--- src/rtl/clk_out_gate_pkg.sv ---
package clk_out_gate_pkg;

  typedef enum logic [1:0] {
    MODE_NORM_A = 2'b00,
    MODE_RSVD   = 2'b01,
    MODE_NORM_B = 2'b10,
    MODE_HIZ    = 2'b11
  } out_mode_e;

  function automatic logic drive_ok(input logic oe, input logic [1:0] mode);
    return oe && (mode != MODE_HIZ);
  endfunction

endpackage

--- src/rtl/clk_stop_sync.sv ---
module clk_stop_sync (
  input  logic clk_i,
  input  logic rst_ni,
  input  logic ref_i,
  input  logic stop_ni,
  output logic run_o
);

  logic ref_q;
  logic run_q;
  logic ref_rise;

  assign ref_rise = ref_i && !ref_q;

  always_ff @(posedge clk_i or negedge rst_ni) begin
    if (!rst_ni) begin
      ref_q <= 1'b1;
      run_q <= 1'b1;
    end else begin
      ref_q <= ref_i;
      if (ref_rise) run_q <= stop_ni;
    end
  end

  assign run_o = run_q;


  stop_on_ref_rise_chk: assert property (@(posedge clk_i) disable iff (!rst_ni)
    (run_q != $past(run_q)) |-> ($past(ref_i) && !$past(ref_i, 2) && (run_q == $past(stop_ni))));

endmodule

--- src/rtl/clk_gate_cell.sv ---
module clk_gate_cell (
  input  logic clk_i,
  input  logic rst_ni,
  input  logic src_i,
  input  logic want_i,
  output logic out_o
);

  logic run_q;

  // update only in the low phase of the source
  always_ff @(posedge clk_i or negedge rst_ni) begin
    if (!rst_ni)     run_q <= 1'b0;
    else if (!src_i) run_q <= want_i;
  end

  assign out_o = src_i && run_q;


  no_runt_rise_chk: assert property (@(posedge clk_i) disable iff (!rst_ni)
    $rose(out_o) |-> $rose(src_i));


  no_runt_fall_chk: assert property (@(posedge clk_i) disable iff (!rst_ni)
    $fell(out_o) |-> $fell(src_i));


  hold_low_chk: assert property (@(posedge clk_i) disable iff (!rst_ni)
    (!want_i && !src_i) |=> !out_o);

endmodule

--- src/rtl/clk_drive_ctl.sv ---
module clk_drive_ctl #(
  parameter int N = 4
) (
  input  logic         oe_i,
  input  logic [1:0]   mode_i,
  output logic [N-1:0] drv_o
);
  import clk_out_gate_pkg::*;

  assign drv_o = {N{drive_ok(oe_i, mode_i)}};

endmodule

--- src/rtl/clk_out_gate.sv ---
module clk_out_gate #(
  parameter int NUM_PCI       = 5,
  parameter int SDR_GROUPS    = 3,
  parameter int SDR_PER_GROUP = 4,
  parameter int NUM_MISC      = 4,
  localparam int SDR_BASE     = 1 + NUM_PCI,
  localparam int MISC_BASE    = SDR_BASE + SDR_GROUPS * SDR_PER_GROUP,
  localparam int NOUT         = MISC_BASE + NUM_MISC
) (
  input  logic                  clk_i,
  input  logic                  rst_ni,
  input  logic                  pci_f_i,
  input  logic [NUM_PCI-1:0]    pci_i,
  input  logic                  sdr_i,
  input  logic [NUM_MISC-1:0]   misc_i,
  input  logic                  pci_f_en_i,
  input  logic [NUM_PCI-1:0]    pci_en_i,
  input  logic [SDR_GROUPS-1:0] sdr_en_i,
  input  logic [NUM_MISC-1:0]   misc_en_i,
  input  logic                  stop_ni,
  input  logic                  oe_i,
  input  logic [1:0]            mode_i,
  output logic [NOUT-1:0]       clk_o,
  output logic [NOUT-1:0]       drv_o
);

  logic            pci_run;
  logic [NOUT-1:0] src;
  logic [NOUT-1:0] want;

  clk_stop_sync i_stop (
    .clk_i   (clk_i),
    .rst_ni  (rst_ni),
    .ref_i   (pci_f_i),
    .stop_ni (stop_ni),
    .run_o   (pci_run)
  );

  assign src[0]  = pci_f_i;
  assign want[0] = pci_f_en_i;

  for (genvar p = 0; p < NUM_PCI; p++) begin : g_pci
    assign src[1+p]  = pci_i[p];
    assign want[1+p] = pci_en_i[p] && pci_run;
  end

  for (genvar g = 0; g < SDR_GROUPS; g++) begin : g_sdr
    for (genvar k = 0; k < SDR_PER_GROUP; k++) begin : g_copy
      assign src[SDR_BASE + g*SDR_PER_GROUP + k]  = sdr_i;
      assign want[SDR_BASE + g*SDR_PER_GROUP + k] = sdr_en_i[g];
    end
  end

  for (genvar m = 0; m < NUM_MISC; m++) begin : g_misc
    assign src[MISC_BASE+m]  = misc_i[m];
    assign want[MISC_BASE+m] = misc_en_i[m];
  end

  for (genvar i = 0; i < NOUT; i++) begin : g_cell
    clk_gate_cell i_cell (
      .clk_i  (clk_i),
      .rst_ni (rst_ni),
      .src_i  (src[i]),
      .want_i (want[i]),
      .out_o  (clk_o[i])
    );
  end

  clk_drive_ctl #(.N(NOUT)) i_drv (
    .oe_i   (oe_i),
    .mode_i (mode_i),
    .drv_o  (drv_o)
  );

  for (genvar g = 0; g < SDR_GROUPS; g++) begin : g_grp_chk

    sdr_group_lockstep_chk: assert property (@(posedge clk_i) disable iff (!rst_ni)
      ($countones(clk_o[SDR_BASE + g*SDR_PER_GROUP +: SDR_PER_GROUP]) == 0) ||
      ($countones(clk_o[SDR_BASE + g*SDR_PER_GROUP +: SDR_PER_GROUP]) == SDR_PER_GROUP));
  end

endmodule

--- config.mk ---
export PLATFORM = sky130hd
export DESIGN_NAME = clk_out_gate
export DESIGN_NICKNAME = d
export VERILOG_FILES = /design/src/rtl/clk_out_gate_pkg.sv /design/src/rtl/clk_stop_sync.sv /design/src/rtl/clk_gate_cell.sv /design/src/rtl/clk_drive_ctl.sv /design/src/rtl/clk_out_gate.sv
export SDC_FILE = /design/constraint.sdc
export NUM_CORES = 1
export LEC_CHECK = 0
export BUFFER_PORTS_ARGS = -buffer_cell sky130_fd_sc_hd__buf_4
export CORE_ASPECT_RATIO = 1.2
export CORE_MARGIN = 2
export CORE_UTILIZATION = 42
export DETAILED_ROUTE_END_ITERATION = 10
export GPL_ROUTABILITY_DRIVEN = 0
export PLACE_DENSITY = 0.93
export SLEW_MARGIN = 40
export SYNTH_ARGS = -nofsm -noshare
export SYNTH_HDL_FRONTEND = slang
export SYNTH_SLANG_ARGS = --single-unit
--- constraint.sdc ---
create_clock -name clk_i -period 4.4 [get_ports clk_i]
set_input_delay 0.44 -clock clk_i [delete_from_list [all_inputs] [get_ports clk_i]]
set_output_delay 0.44 -clock clk_i [all_outputs]
set_load 0.05 [all_outputs]
==> impl_metrics.yaml <==
synthesis:
  post_synth_fa_ha_maj_area_fraction_pct: 0
  avgSynthCellArea_um2: 10.5
  synth_top_family_by_area: "buffers and inverters"
  syn_inst: 92
  synth_compound_area_share_pct: 5.03
  synth_nets: 122
  synth_area_um2: 970
  synth.area.mux_share_pct: 10.8
  ys_ff_latch: 15
  synth_xor_area_share_pct: 0
  ys_types: 13
  yosysWarnings: 0
  ys_seq_area_share_pct: 39.0
  yosys.area_share.simple_pct: 10.7
grt:
  grt_pass1_vias: 644
  antenna_found_initial: 0
  grt_first_pass_wirelength_mm: 2.55
  grt_max_degree: 23
  overflow: 0
  grt_usage_pct: 13.1
power:
  power.share.clock_pct: 17.2
  swShare_pct: 41.2
  pwr-share-comb_pct: 46.1
  internal_power_uw: 258
  switchingPower_uw: 180
  p_leak_uw: 0.000690
  power_density_nw_per_um2: 343
  vdd_drop_max_mv: 0.268
  seq_power_share_pct: 36.6
critical_path:
  critPathCaptureType: "output pin"
  critPathArrivalTime_ps: 1150
  cp_slowest_stage_delay_ps: 240
  cp-start-kind: "input port"
  critPathKind: "in -> out"
  critical-path-top-delay-family: "buffers and inverters"
  critPathRequiredTime_ps: 3960
  crit_top_cell: "buf_4"
  path_max_fanout: 22
  critical_path_buf_inv_count: 3
  r2r_start: "i_stop.ref_q"
  endpoint: "drv_o[4]"
  cp_slowest_cell: "buf_4"
  reg2reg_to: "i_stop.run_o"
  critical_path_cell_count: 4
  crit_chain: "buf_4 > a21boi_1 > buf_4 > buf_4"
  crit_path_start: "mode_i[0]"
  reg2reg_depth: 2
  r2r_slack_ps: 3460
clocking:
  clock_path_buffers: 2
  cts_tree: "built"
  insertion_delay_ps: 280
  clockRootBuffer: "clkbuf_4"
  cts_hold_buffers: 1
  post_cts_resized: 0
  clkTransAtPathRegs_ps: 90
  cts_setup_buffers: 0
  cts.sinks: 15
  cts_buffers: 3
  cts_max_level: 1
timing:
  worst_pin_slew_ps: 198
  grt_setup_unrepaired: "false"
  setup_viol: 0
  fin_skew_ps: 7.79
  slew-limit-headroom_pct: 86.8
  max_freq_ghz: 0.628
  fin_hold_ws_ps: 282
  post-route-min-period_ps: 1590
  fin_crit_sh_pct: 36.2
  hold_viol: 0
  drv_slew: 0
  tns_ps: 0
job:
  cap_violations: 0
layout:
  drive_above_1_share_pct: 73.4
  syn_to_final_growth_pct: 31.9
  nets: 159
  diodes: 0
  fillers: 212
  fin_cells: 159
routing:
  wirelength_mm: 1.82
  via_per_inst: 4.35
  vias: 691
  ant_nets: 0
  drtPass1Iterations: 2
  wl_per_cell_um: 11.4
  first_iter_violations: 1
  drc: 0
die:
  io_pins: 74
  die_h_um: 56.6
  dieArea_um2: 2710
  initial_core_util_pct: 43.4
  dieWidth_um: 47.9
  coreArea_um2: 2230
  rows: 19
placement:
  dp_hpwl_mm: 1.53
  place_inst: 154
  portBuffers: 73
outcome:
  status: "completed"
hold_path:
  worstHoldPathType: "in -> reg"
==> cells in the mapped netlist <==
library cell,count,area share (%)
buf_4,43,33
dfrtp_1,13,34
and2_1,12,7.7
mux2_2,8,9.3
a31o_2,3,2.7
inv_1,3,1.2
dfstp_2,2,5.4
nand2_1,2,0.77
o21bai_1,2,1.5
a21boi_0,1,0.77
and2_2,1,0.77
mux2_4,1,1.5
nor2b_4,1,1.4
==> flip-flops by register name (all words and copies together), names as in the netlist <==
register,count
g_cell.i_cell.run_q,13
i_stop.ref_q,1
i_stop.run_o,1
==> how the worst min path moves through the flow <==
stage,from,endpoint,cells past startpoint
after floorplan,rst_ni,g_cell[0].i_cell.run_q,0
after CTS,pci_f_i,i_stop.ref_q,1
final,pci_f_i,i_stop.ref_q,1
after global routing,pci_f_i,i_stop.ref_q,1
after global placement,rst_ni,g_cell[4].i_cell.run_q,1
after detailed placement,rst_ni,g_cell[1].i_cell.run_q,1
==> kinds of logic (layout without fill, tap and decap cells) <==
kind of cell           after synthesis  in the layout
multiplexers                         9              9
AND/OR/NAND/NOR                     16             16
AO/OA/AOI/OAI                        6              6
buffers and inverters               46             82
flip-flops                          15             15
==> cell type report <==
type / count / area, um^2 / area share (%)
Sequential cell: 15 / 378 / 29.5
Inverter: 3 / 11.3 / 0.881
Clock buffer: 3 / 22.5 / 1.76
Multi-Input combinational cell: 31 / 258 / 20.2
Timing Repair Buffer: 75 / 566 / 44.2
Clock inverter: 1 / 5.00 / 0.391
Tap cell: 31 / 38.8 / 3.03
==> layout by cell type, fill, tap and decap left out <==
| cell type | netlist | layout |
|---|---|---|
| mux2_4 | 1 | 1 |
| a31o_2 | 3 | 3 |
| mux2_2 | 8 | 8 |
| and2_1 | 12 | 12 |
| buf_4 | 43 | 74 |
| dlygate4sd3_1 | 0 | 1 |
| inv_1 | 3 | 3 |
| a21boi_1 | 0 | 1 |
| dfrtp_1 | 13 | 13 |
| nor2b_4 | 1 | 1 |
| o21bai_1 | 2 | 2 |
| clkbuf_4 | 0 | 3 |
| nand2_1 | 2 | 2 |
| and2_2 | 1 | 1 |
| dfstp_2 | 2 | 2 |
| clkinv_2 | 0 | 1 |
==> layer usage <==
metal	GRT usage, %	vias up	part of all wire, %	wire length (um)
li1	-	323	-	-
met1	12.0	307	34	612
met2	25.1	59	51	934
met3	2.57	2	14	259
met4	5.79	0	0.50	9
met5	0	-	0	0
==> per-stage QoR <==
stage | area (um^2) | worst slack [ps] | util, % | power, uW
global placement | 1240 | 2830 | 55.5 | 362
global route | 1280 | 2750 | 57.2 | 461
detailed placement | 1240 | 2800 | 55.5 | 366
CTS | 1280 | 2800 | 57.2 | 445
floorplan | 970 | 775 | - | 333
finish | 1280 | 2810 | 57.2 | 438
==> power by group through the flow <==
stage	clock network, uW	logic (uW)	registers [uW]
after detailed placement	0	203	163
after CTS	80.4	204	161
after global placement	0	200	162
final	75.5	202	160
after floorplan	0	172	161
after global routing	86.8	212	162
(Power assumes the default switching activity.)
